`src/rtl/fsc_pkg.sv`:
```
package fsc_pkg;
  localparam int STATE_W    = 4;
  localparam int NUM_STAGES = 4;

  typedef enum logic [STATE_W-1:0] {
    TS_RUN     = 4'd0,
    TS_IDLE    = 4'd1,
    TS_SQUASH  = 4'd2,
    TS_BLOCK   = 4'd3,
    TS_WRESP   = 4'd4,
    TS_WRETRY  = 4'd5,
    TS_DONE    = 4'd6,
    TS_TRAP    = 4'd7,
    TS_QUIESCE = 4'd8
  } thr_state_e;

  // states in which a stall flag does not force Blocked
  function automatic logic stall_immune(input thr_state_e s);
    return (s == TS_WRESP) || (s == TS_WRETRY) || (s == TS_IDLE) ||
           (s == TS_TRAP)  || (s == TS_QUIESCE);
  endfunction

  // states that let the stage make progress
  function automatic logic can_progress(input logic [STATE_W-1:0] s);
    return (s == TS_RUN) || (s == TS_SQUASH) || (s == TS_DONE);
  endfunction
endpackage

```
`src/rtl/fsc_stall_flags.sv`:
```
module fsc_stall_flags
  import fsc_pkg::*;
#(
  parameter int NUM_THREADS = 2
) (
  input  logic                                   clk,
  input  logic                                   rst_n,
  input  logic [NUM_STAGES-1:0][NUM_THREADS-1:0] blk,
  input  logic [NUM_STAGES-1:0][NUM_THREADS-1:0] unblk,
  output logic [NUM_STAGES-1:0][NUM_THREADS-1:0] flags_q,
  output logic [NUM_THREADS-1:0]                 stall_now
);
  logic [NUM_STAGES-1:0][NUM_THREADS-1:0] flags_d;

  for (genvar s = 0; s < NUM_STAGES; s++) begin : g_stage
    assign flags_d[s] = (flags_q[s] | blk[s]) & ~unblk[s];
  end

  always_comb begin
    stall_now = '0;
    for (int s = 0; s < NUM_STAGES; s++) stall_now = stall_now | flags_d[s];
  end

  always_ff @(posedge clk) begin
    if (!rst_n) flags_q <= '0;
    else        flags_q <= flags_d;
  end
endmodule

```
`src/rtl/fsc_retry_slot.sv`:
```
module fsc_retry_slot #(
  parameter int NUM_THREADS = 2,
  localparam int TID_W = (NUM_THREADS > 1) ? $clog2(NUM_THREADS) : 1
) (
  input  logic                   clk,
  input  logic                   rst_n,
  input  logic [NUM_THREADS-1:0] claim,
  input  logic [NUM_THREADS-1:0] squashed,
  input  logic                   retry_sent,
  output logic                   busy,
  output logic [TID_W-1:0]       owner,
  output logic [NUM_THREADS-1:0] retry_go
);
  logic             owner_squashed;
  logic [TID_W-1:0] pick;

  always_comb begin
    retry_go       = '0;
    owner_squashed = 1'b0;
    pick           = '0;
    for (int t = 0; t < NUM_THREADS; t++) begin
      if (owner == TID_W'(t)) begin
        retry_go[t]    = busy & retry_sent;
        owner_squashed = squashed[t];
      end
    end
    for (int t = NUM_THREADS - 1; t >= 0; t--)
      if (claim[t]) pick = TID_W'(t);
  end

  always_ff @(posedge clk) begin
    if (!rst_n) begin
      busy  <= 1'b0;
      owner <= '0;
    end else if (busy) begin
      if (retry_sent || owner_squashed) busy <= 1'b0;
    end else if (|claim) begin
      busy  <= 1'b1;
      owner <= pick;
    end
  end
endmodule

```
`src/rtl/fsc_thread_fsm.sv`:
```
module fsc_thread_fsm
  import fsc_pkg::*;
#(
  parameter int PC_W = 32
) (
  input  logic               clk,
  input  logic               rst_n,
  input  logic               cmt_sq,
  input  logic [PC_W-1:0]    cmt_tgt,
  input  logic               rob_sq,
  input  logic               dec_sq,
  input  logic [PC_W-1:0]    dec_tgt,
  input  logic               stall_now,
  input  logic               req_sent,
  input  logic               req_refused,
  input  logic               retry_go,
  input  logic               resp,
  input  logic               fault,
  input  logic               quiesce,
  input  logic               grant,
  output logic [STATE_W-1:0] state,
  output logic               redir_valid,
  output logic [PC_W-1:0]    redir_pc,
  output logic               squashed,
  output logic               claim
);
  thr_state_e      st_q, st_d;
  logic [PC_W-1:0] pc_d;
  logic            rv_d;

  always_comb begin
    st_d     = st_q;
    pc_d     = redir_pc;
    rv_d     = 1'b0;
    squashed = 1'b0;
    claim    = 1'b0;
    if (cmt_sq) begin
      st_d = TS_SQUASH; pc_d = cmt_tgt; rv_d = 1'b1; squashed = 1'b1;
    end else if (rob_sq) begin
      st_d = TS_SQUASH; squashed = 1'b1;
    end else if (dec_sq && st_q != TS_SQUASH) begin
      st_d = TS_SQUASH; pc_d = dec_tgt; rv_d = 1'b1; squashed = 1'b1;
    end else if (stall_now && !stall_immune(st_q)) begin
      st_d = TS_BLOCK;
    end else if (st_q == TS_BLOCK || st_q == TS_SQUASH) begin
      st_d = TS_RUN;
    end else begin
      unique case (st_q)
        TS_RUN: begin
          if (fault)            st_d = TS_TRAP;
          else if (quiesce)     st_d = TS_QUIESCE;
          else if (req_refused) begin st_d = TS_WRETRY; claim = 1'b1; end
          else if (req_sent)    st_d = TS_WRESP;
        end
        TS_WRESP:  if (resp)     st_d = stall_now ? TS_BLOCK : TS_DONE;
        TS_WRETRY: if (retry_go) st_d = TS_WRESP;
        TS_DONE:   if (grant)    st_d = TS_RUN;
        default: ;
      endcase
    end
  end

  always_ff @(posedge clk) begin
    if (!rst_n) begin
      st_q        <= TS_RUN;
      redir_pc    <= '0;
      redir_valid <= 1'b0;
    end else begin
      st_q        <= st_d;
      redir_pc    <= pc_d;
      redir_valid <= rv_d;
    end
  end

  assign state = st_q;
endmodule

```
`src/rtl/fetch_status_ctrl.sv`:
```
module fetch_status_ctrl
  import fsc_pkg::*;
#(
  parameter int NUM_THREADS = 2,
  parameter int PC_W = 32,
  localparam int TID_W = (NUM_THREADS > 1) ? $clog2(NUM_THREADS) : 1
) (
  input  logic                           clk,
  input  logic                           rst_n,
  input  logic [NUM_THREADS-1:0]         thr_active,
  input  logic [NUM_THREADS-1:0]         blk_dec,
  input  logic [NUM_THREADS-1:0]         unblk_dec,
  input  logic [NUM_THREADS-1:0]         blk_ren,
  input  logic [NUM_THREADS-1:0]         unblk_ren,
  input  logic [NUM_THREADS-1:0]         blk_exe,
  input  logic [NUM_THREADS-1:0]         unblk_exe,
  input  logic [NUM_THREADS-1:0]         blk_cmt,
  input  logic [NUM_THREADS-1:0]         unblk_cmt,
  input  logic [NUM_THREADS-1:0]         cmt_squash,
  input  logic [NUM_THREADS*PC_W-1:0]    cmt_pc,
  input  logic [NUM_THREADS-1:0]         rob_squashing,
  input  logic [NUM_THREADS-1:0]         dec_squash,
  input  logic [NUM_THREADS*PC_W-1:0]    dec_pc,
  input  logic [NUM_THREADS-1:0]         line_req_sent,
  input  logic [NUM_THREADS-1:0]         line_req_refused,
  input  logic                           retry_sent,
  input  logic [NUM_THREADS-1:0]         line_resp,
  input  logic [NUM_THREADS-1:0]         line_fault,
  input  logic [NUM_THREADS-1:0]         line_quiesce,
  input  logic [NUM_THREADS-1:0]         fetch_grant,
  output logic [NUM_THREADS*STATE_W-1:0] thr_status,
  output logic                           stage_active,
  output logic [NUM_THREADS-1:0]         redirect_valid,
  output logic [NUM_THREADS*PC_W-1:0]    redirect_pc,
  output logic                           retry_busy,
  output logic [TID_W-1:0]               retry_owner
);
  logic [NUM_STAGES-1:0][NUM_THREADS-1:0] blk_all, unblk_all, stall_flags;
  logic [NUM_THREADS-1:0] stall_now, squashed, claim, retry_go;

  assign blk_all   = {blk_cmt, blk_exe, blk_ren, blk_dec};
  assign unblk_all = {unblk_cmt, unblk_exe, unblk_ren, unblk_dec};

  fsc_stall_flags #(.NUM_THREADS(NUM_THREADS)) u_flags (
    .clk(clk), .rst_n(rst_n), .blk(blk_all), .unblk(unblk_all),
    .flags_q(stall_flags), .stall_now(stall_now)
  );

  fsc_retry_slot #(.NUM_THREADS(NUM_THREADS)) u_slot (
    .clk(clk), .rst_n(rst_n), .claim(claim), .squashed(squashed),
    .retry_sent(retry_sent), .busy(retry_busy), .owner(retry_owner),
    .retry_go(retry_go)
  );

  for (genvar t = 0; t < NUM_THREADS; t++) begin : g_thr
    fsc_thread_fsm #(.PC_W(PC_W)) u_fsm (
      .clk(clk), .rst_n(rst_n),
      .cmt_sq(cmt_squash[t]), .cmt_tgt(cmt_pc[t*PC_W +: PC_W]),
      .rob_sq(rob_squashing[t]),
      .dec_sq(dec_squash[t]), .dec_tgt(dec_pc[t*PC_W +: PC_W]),
      .stall_now(stall_now[t]),
      .req_sent(line_req_sent[t]), .req_refused(line_req_refused[t]),
      .retry_go(retry_go[t]), .resp(line_resp[t]),
      .fault(line_fault[t]), .quiesce(line_quiesce[t]), .grant(fetch_grant[t]),
      .state(thr_status[t*STATE_W +: STATE_W]),
      .redir_valid(redirect_valid[t]),
      .redir_pc(redirect_pc[t*PC_W +: PC_W]),
      .squashed(squashed[t]), .claim(claim[t])
    );
  end

  always_comb begin
    stage_active = 1'b0;
    for (int t = 0; t < NUM_THREADS; t++)
      if (thr_active[t] && can_progress(thr_status[t*STATE_W +: STATE_W]))
        stage_active = 1'b1;
  end
endmodule

```
`config.mk`:
```
export PLATFORM = sky130hd
export DESIGN_NAME = fetch_status_ctrl
export DESIGN_NICKNAME = d
export VERILOG_FILES = /design/src/rtl/fsc_pkg.sv /design/src/rtl/fsc_stall_flags.sv /design/src/rtl/fsc_retry_slot.sv /design/src/rtl/fsc_thread_fsm.sv /design/src/rtl/fetch_status_ctrl.sv
export SDC_FILE = /design/constraint.sdc
export NUM_CORES = 1
export LEC_CHECK = 0
export BUFFER_PORTS_ARGS = -buffer_cell sky130_fd_sc_hd__buf_2
export CORE_ASPECT_RATIO = 1.25
export CORE_MARGIN = 2
export CORE_UTILIZATION = 45
export CTS_CLUSTER_SIZE = 14
export DETAILED_ROUTE_END_ITERATION = 10
export GPL_TIMING_DRIVEN = 0
export PLACE_DENSITY = 0.83
export SETUP_SLACK_MARGIN = 0.4
export SYNTH_ARGS = -nofsm -noshare
export SYNTH_HDL_FRONTEND = slang
export SYNTH_HIERARCHICAL = 1
export SYNTH_SLANG_ARGS = --single-unit
```
`constraint.sdc`:
```
create_clock -name clk -period 2.55 [get_ports clk]
set_input_delay 0.51 -clock clk [delete_from_list [all_inputs] [get_ports clk]]
set_output_delay 0.51 -clock clk [all_outputs]
set_load 0.05 [all_outputs]
```
==> summary.md, run 1 <==
| Metric | Value |
|---|---|
| Clock root cell | clkbuf_16 |
| Pleak | 0.002945 uW |
| Detail Placement HPWL | 10.41 mm |
| Final Hold Viols | 0 |
| DRC viols | 0 |
| Status | complete, no violations |
| All-Layer GR Usage | 23.99% |
| Io pins | 244 |
| CP arrival | between 2000 and 2500 ps |
| First-pass GRT wire length | slightly above 20 mm |
| Clock Pin Slew Worst Setup and Hold Paths | ~60 ps |
| Antenna fix cells | 0 |
| Fin Setup TNS | 0 ps |
| Post-layout min period | roughly 2100 ps |
| Commonest cells after routing, fill and taps aside | buf_2, nor2_1, dfxtp_1 |
| HP Class | in -> reg |
| Pwr per Cell Area | 643.4 nW/um^2 |
| Prevailing post-synth register cell | dfxtp_1 |
| Final wirelength | 12.90 mm |
| CTS tree | yes |
| Yosys cell types | 48 |
| RSZ-0062 raised after global routing | no |
| Synthesized flop and latch total | 84 |
| Skew-Pair Late Insertion Delay | 330 ps |
| Layout Cells excl Fill | 844 |
| Final Max Slew Viols | 0 |
| Worst IR Drop VDD | around 310 uV |
| Slew HR | 37.39% |
| Setup CP Type | reg -> reg |
| Placed insts | 827 |
| Area of the mapped netlist | 4289 sq um |
| Final setup margin | 444.2 ps |
| WP data required | 2820 ps |
| Die H | ~110 microns |
| Worst setup SP type | flip-flop |
| Initial antenna violation count | 0 |
| Gpl congestion | roughly 0.9 |
| H-tree levels | 3 |
| Post-synth EDFFs | 0 |
| P&R area growth vs syn | 40.81% |
| Synthesis Warnings | 6 |
| Max Buffers Root-to-Sink | 2 |
| Initial Util | 46.51% |
| DRT Pass-1 Iters | 4 |
| Skew final | between 10 and 15 ps |
| TritonCTS buffer count | 9 |
| Placed inst area | around 5700 sq um |
| Post-layout power | 3886 uW |
| Asr flop ratio synth | 0% |
| Mapped Nets | 630 |
| Worst-Margin Slew | 939.2 ps |
| Final worst path period share | 82.58% |
| Post-Syn Area per Cell | 9.264 sq um |
| Pin count of the biggest net entering global routing | 16 |
| Wire per inst | 15.29 microns |
| Setup WS pre-CTS | 229.2 ps |
| Final setup vio count | 0 |
| Total gr overflow | 0 |
| Max Clock Freq | 474.9 MHz |
| Number of global-route vias before repair | 4,336 |
| Commonest non-fill, non-tap cell in the layout | buf_2 |
| Post-Synthesis Cells | roughly 460 |
| Std-Cell Rows | 39 |
| Die area | 10,330 sq um |
| Detail Route Antenna Nets | 0 |
| CORE AREA | 9223 sq um |
| Detailed-route via count | 4,515 |
| Setup crit end kind | flip-flop |
| Critical Path Fanout Max | 9 |
| Total clock sinks | 84 |
| Drt first-iter violations | 252 |
| Die W | 91.32 microns |
| Seq/Total Area, Yosys | about two fifths |
| Nets@finish | 883 |
| Port buffer count | 241 |
| Max Cap Viol | 0 |
| Vias per inst | roughly 5.3 |
| Finished Cell Area | 6040 sq um |
| CTS Hold Buffers Added | 0 |
| Share of post-route cells with drive strength above 1 | 43.41% |
==> worst paths after layout <==
path,end,slack [ps],depth (start not counted),from
setup / recovery,u_slot/busy$_SDFF_PN0_,440,7,g_thr[1].u_fsm/state[0]$_SDFFE_PP0P_
hold / removal,u_flags/flags_q[7]$_SDFF_PN0_,440,3,unblk_cmt[1]
setup reg to reg,u_slot/busy$_SDFF_PN0_,440,7,g_thr[1].u_fsm/state[0]$_SDFFE_PP0P_
hold reg to reg,u_flags/flags_q[5]$_SDFF_PN0_,480,2,u_flags/flags_q[5]$_SDFF_PN0_
==> flip-flops by register name, summed over array words and instances (netlist names) <==
register,count
u_slot/busy,1
g_thr.u_fsm/redir_valid,2
u_flags/flags_q,8
u_slot/owner,1
g_thr.u_fsm/state,8
g_thr.u_fsm/redir_pc,64
==> stage by stage <==
step           hold WS [ps]  utilization (%)
2_1_floorplan         452.3                -
3_3_place_gp          469.9            61.40
4_1_cts               432.7            65.08
6_report              441.2            65.49
3_5_place_dp          475.4            61.40
5_1_grt               436.3            65.49
==> report_power, final <==
group	leakage, uW	internal [uW]	switching [uW]	total [uW]
clock	0.000161	895	536	1430
combinational	0.00208	330	658	987
sequential	0.000700	1410	54.2	1470
total	0.00295	2640	1250	3890
==> worst max-delay path, cell delays in order, from the launching register on <==
cell     delay [ps]
dfxtp_2         340
buf_2           170
or4b_4          500
a211o_4         370
buf_4           150
mux2_4          250
o21ai_2         100
o311a_1         150
==> cells by family after synthesis <==
family	count (synthesis)	share of synthesized area (%)
and+or+nand+nor	146	17.65
adders and majority gates	2	0.4668
muxes	65	15.29
buffers and inverters	51	4.930
AOI/OAI and AO/OA	115	22.46
DFF	84	39.21
==> layer usage <==
metal | up-vias | track usage [%] | part of all wire (%)
li1 | 2219 | - | -
met1 | 2039 | 29.02 | 40
met2 | 229 | 41.98 | 50
met3 | 28 | 4.927 | 7.5
met4 | 0 | 8.889 | 2.0
met5 | - | 0 | 0
==> final cells by class <==
| class | instances | area (sq um) |
|---|---|---|
| fill | 734 | 3183 |
| clock inverter | 6 | 96.34 |
| timing repair buffer | 242 | 1214 |
| multi-input combinational | 328 | 2409 |
| clock buffer | 10 | 239.0 |
| tap | 123 | 153.9 |
| sequential | 84 | 1692 |
| buffer | 38 | 187.7 |
| inverter | 13 | 48.80 |
==> cells in the mapped netlist, types with 4 or more instances <==
cell type  number  area share [%]
nor2b_1         4            0.58
a211oi_1       67              12
a21o_1          4            0.70
a21oi_1        11             1.3
nand2b_1        4            0.58
inv_1          11            0.96
mux2i_1        64              15
nor2_1         82             7.2
nor3_1         10             1.2
clkbuf_1       32             2.8
nand3_1         9             1.1
buf_2           4            0.47
o21bai_4        6             2.6
nand4_1         4            0.58
dfxtp_1        84              39
nand2_1         7            0.61
==> timing repair <==
action | in CTS | in global routing
setup endpoints to repair | 4 | 71
hold endpoints to repair | 0 | 0
setup buffers | 0 | 1
pin swaps | 0 | 2
gates resized for setup | 2 | 36
(Power assumes the default switching activity.)
==> inputs of run 2 (changes only) <==
Settings changed: CORE_UTILIZATION 45 to 40, PLACE_DENSITY 0.83 to 0.78.
Clock period 2.55 ns to 1.9 ns, I/O delays scaled along.
==> run 2 against run 1 <==
Compared with the run above: the flow now finishes with violations (setup timing); core utilization increased by 4.2 points; critical path depth is 2 lower; die area increased by 12%; via count rose by 6.3%; largest cell class unchanged; highest routed layer unchanged; global-route usage fell by 1.0 points.
==> summary.md, run 2 (same netlist as run 1, synthesis figures left out) <==
| Metric | Value |
|---|---|
| Number of global-route vias before repair | approximately 4,800 |
| Drt first-iter violations | around 140 |
| Die H | 119.8 microns |
| Detailed-route via count | 4,798 |
| Initial Util | between 40 and 50% |
| Worst IR Drop VDD | between 500 and 600 uV |
| Violated checks | setup timing |
| Final wirelength | 15.22 mm |
| Nets@finish | 910 |
| Clock Pin Slew Worst Setup and Hold Paths | ~60 ps |
| R2R Setup Slk | -140 ps |
| Skew-Pair Late Insertion Delay | between 300 and 400 ps |
| First-pass GRT wire length | between 20 and 25 mm |
| R2r endpoint | g_thr[1].u_fsm/state[2]$_SDFFE_PP0P_ |
| Worst Hold Path Cells | 3 |
| Worst Hold Launch | unblk_cmt[1] |
| Max Cap Viol | 0 |
| Gpl congestion | just under 0.9 |
| Status | finished, violations left |
| Worst-Margin Slew | 763.4 ps |
| Vias per inst | 5.452 |
| Post-layout min period | 2036 ps |
| DRC viols | 0 |
| Setup crit end kind | flip-flop |
| HP Class | in -> reg |
| Final worst path period share | 107.2% |
| Share of post-route cells with drive strength above 1 | between 60% and 70% |
| Core Util, Final | a little over two thirds |
| Largest register by flop count | g_thr.u_fsm/redir_pc |
| Max Buffers Root-to-Sink | 2 |
| Final Hold Viols | 0 |
| R2r worst-path depth | 5 |
| CORE AREA | roughly 11,000 sq um |
| Critical Path Fanout Max | 4 |
| CTS Hold Buffers Added | 0 |
| Worst setup SP type | flip-flop |
| Antenna fix cells | 0 |
| P&R area growth vs syn | 70.83% |
| Die W | just under 100 microns |
| Final setup vio count | 70 |
| Io pins | 244 |
| TritonCTS buffer count | 9 |
| Initial antenna violation count | 0 |
| DRT Pass-1 Iters | 4 |
| Fin Setup TNS | -3035 ps |
| Clock root cell | clkbuf_16 |
| WP data required | 2140 ps |
| Pleak | 0.003356 uW |
| Final setup margin | -136.2 ps |
| Detail Route Antenna Nets | 0 |
| All-Layer GR Usage | 22.98% |
| Port buffer count | around 240 |
| H-tree levels | 3 |
| Setup CP Type | reg -> reg |
| CP arrival | 2280 ps |
| Reg2reg start | g_thr[1].u_fsm/state[3]$_SDFFE_PP0P_ |
| Total clock sinks | 84 |
| CTS tree | yes |
| Total gr overflow | 0 |
| Commonest cells after routing, fill and taps aside | buf_2, dfxtp_1, mux2i_1 |
| Pwr per Cell Area | 733.2 nW/um^2 |
| Std-Cell Rows | 42 |
| Final Max Slew Viols | 0 |
| RSZ-0062 raised after global routing | yes |
| Skew final | 7.173 ps |
| Pin count of the biggest net entering global routing | 15 |
| Endpoint with the worst hold slack | u_flags/flags_q[7]$_SDFF_PN0_ |
| Max Clock Freq | about 500 MHz |
| Commonest non-fill, non-tap cell in the layout | buf_2 |
| Wire per inst | between 15 and 20 microns |
| Die area | between 10,000 and 15,000 sq um |
| Detail Placement HPWL | 10.13 mm |
| Slew HR | 49.11% |
| Max reg flops | 64 |
==> run 2: cell types whose count changed in the layout (fill, tap and decap cells not counted), moves of 8 or more <==
| cell | delta |
|---|---|
| a211oi_1 | -61 |
| a211oi_2 | +61 |
| nor2_1 | -44 |
| nor2_4 | +34 |
| clkbuf_16 | +12 |
| buf_4 | +11 |
| clkbuf_2 | -11 |
| nor2_2 | +10 |
| buf_6 | +8 |
==> run 2: layout make-up <==
type	count	area, sq um
repair buffers	269	1577
inverters	13	48.80
clock inverters	5	36.28
well taps	132	165.2
flip-flops and latches	84	1702
plain buffers	38	411.6
multi-input cells	328	3144
clock buffers	11	242.7
fillers	791	3183
==> run 2: worst max-delay path by stage <==
| stage | startpoint | endpoint | cells after the start |
|---|---|---|---|
| after floorplan | g_thr[0].u_fsm/state[1]$_SDFFE_PN0P_ | u_slot/busy$_SDFF_PN0_ | 6 |
| after global placement | g_thr[0].u_fsm/state[1]$_SDFFE_PN0P_ | u_slot/busy$_SDFF_PN0_ | 6 |
| after detailed placement | g_thr[0].u_fsm/state[1]$_SDFFE_PN0P_ | u_slot/busy$_SDFF_PN0_ | 6 |
| after CTS | g_thr[0].u_fsm/state[3]$_SDFFE_PP0P_ | g_thr[0].u_fsm/state[2]$_SDFFE_PP0P_ | 5 |
| after global routing | g_thr[1].u_fsm/state[3]$_SDFFE_PP0P_ | g_thr[1].u_fsm/state[2]$_SDFFE_PP0P_ | 5 |
| final | g_thr[1].u_fsm/state[3]$_SDFFE_PP0P_ | g_thr[1].u_fsm/state[2]$_SDFFE_PP0P_ | 5 |
==> run 2: per-stage QoR <==
step / hold WS, ps / instance area [sq um] / instances / power (uW) / setup WS, ps
after floorplan: 452.3 / 4457 / 463 / 2923 / -181.5
after global placement: 467.0 / 5828 / 836 / 3316 / -220.9
after detailed placement: 487.5 / 5828 / 836 / 3348 / -281.2
after CTS: 290.0 / 6725 / 869 / 5168 / -148.9
after global routing: 311.4 / 7327 / 880 / 5573 / -180.1
final: 305.3 / 7327 / 880 / 5372 / -136.2
==> run 2: timing repair <==
action	CTS	global route
endpoints found under the hold margin	0	0
resized for setup	91	115
gates cloned	7	3
pin swaps	11	12
setup buffers	10	8
endpoints found under the setup margin	77	78
==> run 2: metal layers <==
metal	track usage (%)	wire length, microns
met4	8.891	431
met5	0	0
met3	5.242	885
met1	25.41	5882
met2	42.45	8021
==> run 2: worst max-delay path, stage by stage (launching register included) <==
cell and delay, ps:
dfxtp_4 350, buf_6 110, or4b_4 510, a211o_4 380, or3_4 400, nor4b_4 200
==> run 2: where the power goes <==
part	internal, uW	switching (uW)
logic	675	1050
clock network	924	723
registers	1890	110
==> inputs of run 3 (changes only) <==
Settings changed: PLACE_DENSITY 0.78 to 0.82.
==> run 3 against run 2 <==
Compared with the run above: sequential cell count unchanged; highest routed layer unchanged; the run still ends with setup timing left; core utilization down 3.2 points; worst setup slack about the same; design area down 4.6%; critical path type unchanged; count of clock-buffer cells in the layout down 1; register-to-register slack about the same; global-route usage up 0.56 points; critical path depth unchanged.
==> summary.md, run 3 (same netlist as run 1, synthesis figures left out) <==
| Metric | Value |
|---|---|
| Share of post-route cells with drive strength above 1 | 59.32% |
| Critical Path Fanout Max | 10 |
| Nets@finish | 902 |
| Endpoint with the worst hold slack | u_flags/flags_q[0]$_SDFF_PN0_ |
| Placed insts | 836 |
| Final worst path period share | 107.2% |
| Initial antenna violation count | 0 |
| Cells traversed along the worst timing path | buf_8 > or4b_4 > a211o_4 > or3_4 > nor4b_4 |
| H-tree levels | 3 |
| Final Max Slew Viols | 0 |
| Total clock sinks | 84 |
| Worst Hold Launch | unblk_dec[0] |
| CP arrival | 2270 ps |
| Commonest non-fill, non-tap cell in the layout | buf_2 |
| Number of global-route vias before repair | around 4,700 |
| Total gr overflow | 0 |
| All-Layer GR Usage | between 20% and 30% |
| Gpl congestion | 0.8548 |
| Pwr per Cell Area | 782.9 nW/um^2 |
| Final wirelength | between 15 and 20 mm |
| Setup CP Type | reg -> reg |
| Vias per inst | 5.438 |
| DRT Pass-1 Iters | 4 |
| Worst IR Drop VDD | roughly 500 uV |
| Initial Util | around 40% |
| RSZ-0062 raised after global routing | yes |
| Core Util, Final | 66.51% |
| Worst Hold Path Cells | 3 |
| Die H | roughly 120 microns |
| Setup WS pre-CTS | -275.8 ps |
| Detailed-route via count | 4,742 |
| Port buffer count | 241 |
| P&R area growth vs syn | 62.98% |
| HP Class | in -> reg |
| Std-Cell Rows | 42 |
| Register area | 1702 sq um |
| Layout Cells excl Fill | 872 |
| Pin count of the biggest net entering global routing | 15 |
| R2r worst-path depth | 5 |
| Max Clock Freq | 491.1 MHz |
| Antenna fix cells | 0 |
| Largest register by flop count | g_thr.u_fsm/redir_pc |
| CTS tree | yes |
| WP data required | 2140 ps |
| First-pass GRT wire length | 22.45 mm |
| R2R Setup Slk | -140 ps |
| Max incr delay on CP | 490 ps |
| Max Buffers Root-to-Sink | 2 |
| Reg2reg start | g_thr[1].u_fsm/state[3]$_SDFFE_PP0P_ |
| Die area | 11,570 sq um |
| Die W | 96.62 microns |
| Final Hold Viols | 0 |
| DRC viols | 0 |
| Worst setup SP type | flip-flop |
| Pleak | between 0.003 and 0.004 uW |
| Commonest cells after routing, fill and taps aside | buf_2, dfxtp_1, mux2i_1 |
| WHS | 304.4 ps |
| Detail Placement HPWL | between 10 and 15 mm |
| Detail Route Antenna Nets | 0 |
| Wire per inst | 17.37 microns |
| Skew-Pair Late Insertion Delay | ~330 ps |
| Max Cap Viol | 0 |
| Fillers | around 800 |
| Max reg flops | 64 |
| CORE AREA | 10,510 sq um |
| CTS Hold Buffers Added | 0 |
| Clock Pin Slew Worst Setup and Hold Paths | 60 ps |
| Skew final | 5.252 ps |
| Final setup margin | -136.2 ps |
| TritonCTS buffer count | 9 |
| Clock root cell | clkbuf_16 |
| Setup crit end kind | flip-flop |
| R2r endpoint | g_thr[1].u_fsm/state[2]$_SDFFE_PP0P_ |
| Drt first-iter violations | 171 |
| Violated checks | setup timing |
| Post-layout min period | 2036 ps |
| Slew HR | 45.37% |
| Slowest stage cell, crit path | or4b_4 |
| Area of the multi-input gates | between 2000 and 3000 sq um |
| Worst-Margin Slew | 819.4 ps |
| Final setup vio count | 53 |
| Io pins | about 240 |
| Status | finished, violations left |
## run 3: repair_timing
action | CTS | global route
endpoints found under the setup margin | 77 | 79
gates cloned | 1 | 4
buffers inserted | 9 | 6
gates resized for setup | 68 | 93
pin swaps | 10 | 6
## run 3: report_power, final
group / total, uW / switching [uW] / internal [uW] / leakage (uW)
Clock: 1870 / 719 / 1150 / 0.000147
Combinational: 1610 / 1010 / 600 / 0.00239
Sequential: 1990 / 98.5 / 1890 / 0.000701
Total: 5470 / 1830 / 3650 / 0.00324
## run 3: routing by layer
layer | wire [microns] | GRT usage [%]
met4 | 278 | 7.482
met5 | 0 | 0
met3 | 835 | 5.941
met2 | 8137 | 42.53
met1 | 5900 | 27.13
## run 3: critical path, delay by kind of cell, from the launching register on
kind	cells	cell delay, ps
AND/OR/NAND/NOR	3	1090
AO/OA/AOI/OAI	1	370
buffers and inverters	1	130
flip-flops	1	350
## run 3: worst max path at each step
stage	start	endpoint	slack, ps	cells after the start
6_report	g_thr[1].u_fsm/state[3]$_SDFFE_PP0P_	g_thr[1].u_fsm/state[2]$_SDFFE_PP0P_	-140	5
5_1_grt	g_thr[0].u_fsm/state[1]$_SDFFE_PN0P_	u_slot/busy$_SDFF_PN0_	-170	6
4_1_cts	g_thr[1].u_fsm/state[0]$_SDFFE_PP0P_	g_thr[1].u_fsm/state[2]$_SDFFE_PP0P_	-150	5
3_5_place_dp	g_thr[0].u_fsm/state[1]$_SDFFE_PN0P_	u_slot/busy$_SDFF_PN0_	-280	6
3_3_place_gp	g_thr[0].u_fsm/state[1]$_SDFFE_PN0P_	u_slot/busy$_SDFF_PN0_	-210	6
2_1_floorplan	g_thr[0].u_fsm/state[1]$_SDFFE_PN0P_	u_slot/busy$_SDFF_PN0_	-180	6
## run 3: layout make-up
type	instances	share of cell area, %
inverter	13	0.6980
clock inverter	6	1.253
timing repair buffer	261	20.37
multi-input combinational	328	42.40
sequential	84	24.34
buffer	38	5.298
clock buffer	10	3.275
tap	132	2.363
## run 3: per-stage QoR
step	cell area, sq um	setup TNS [ps]	total power, uW
floorplan	4457	-864.8	2923
global placement	5828	-1086	3315
detailed placement	5828	-2129	3350
CTS	6548	-2595	5328
global route	6990	-5039	5676
finish	6990	-1872	5473
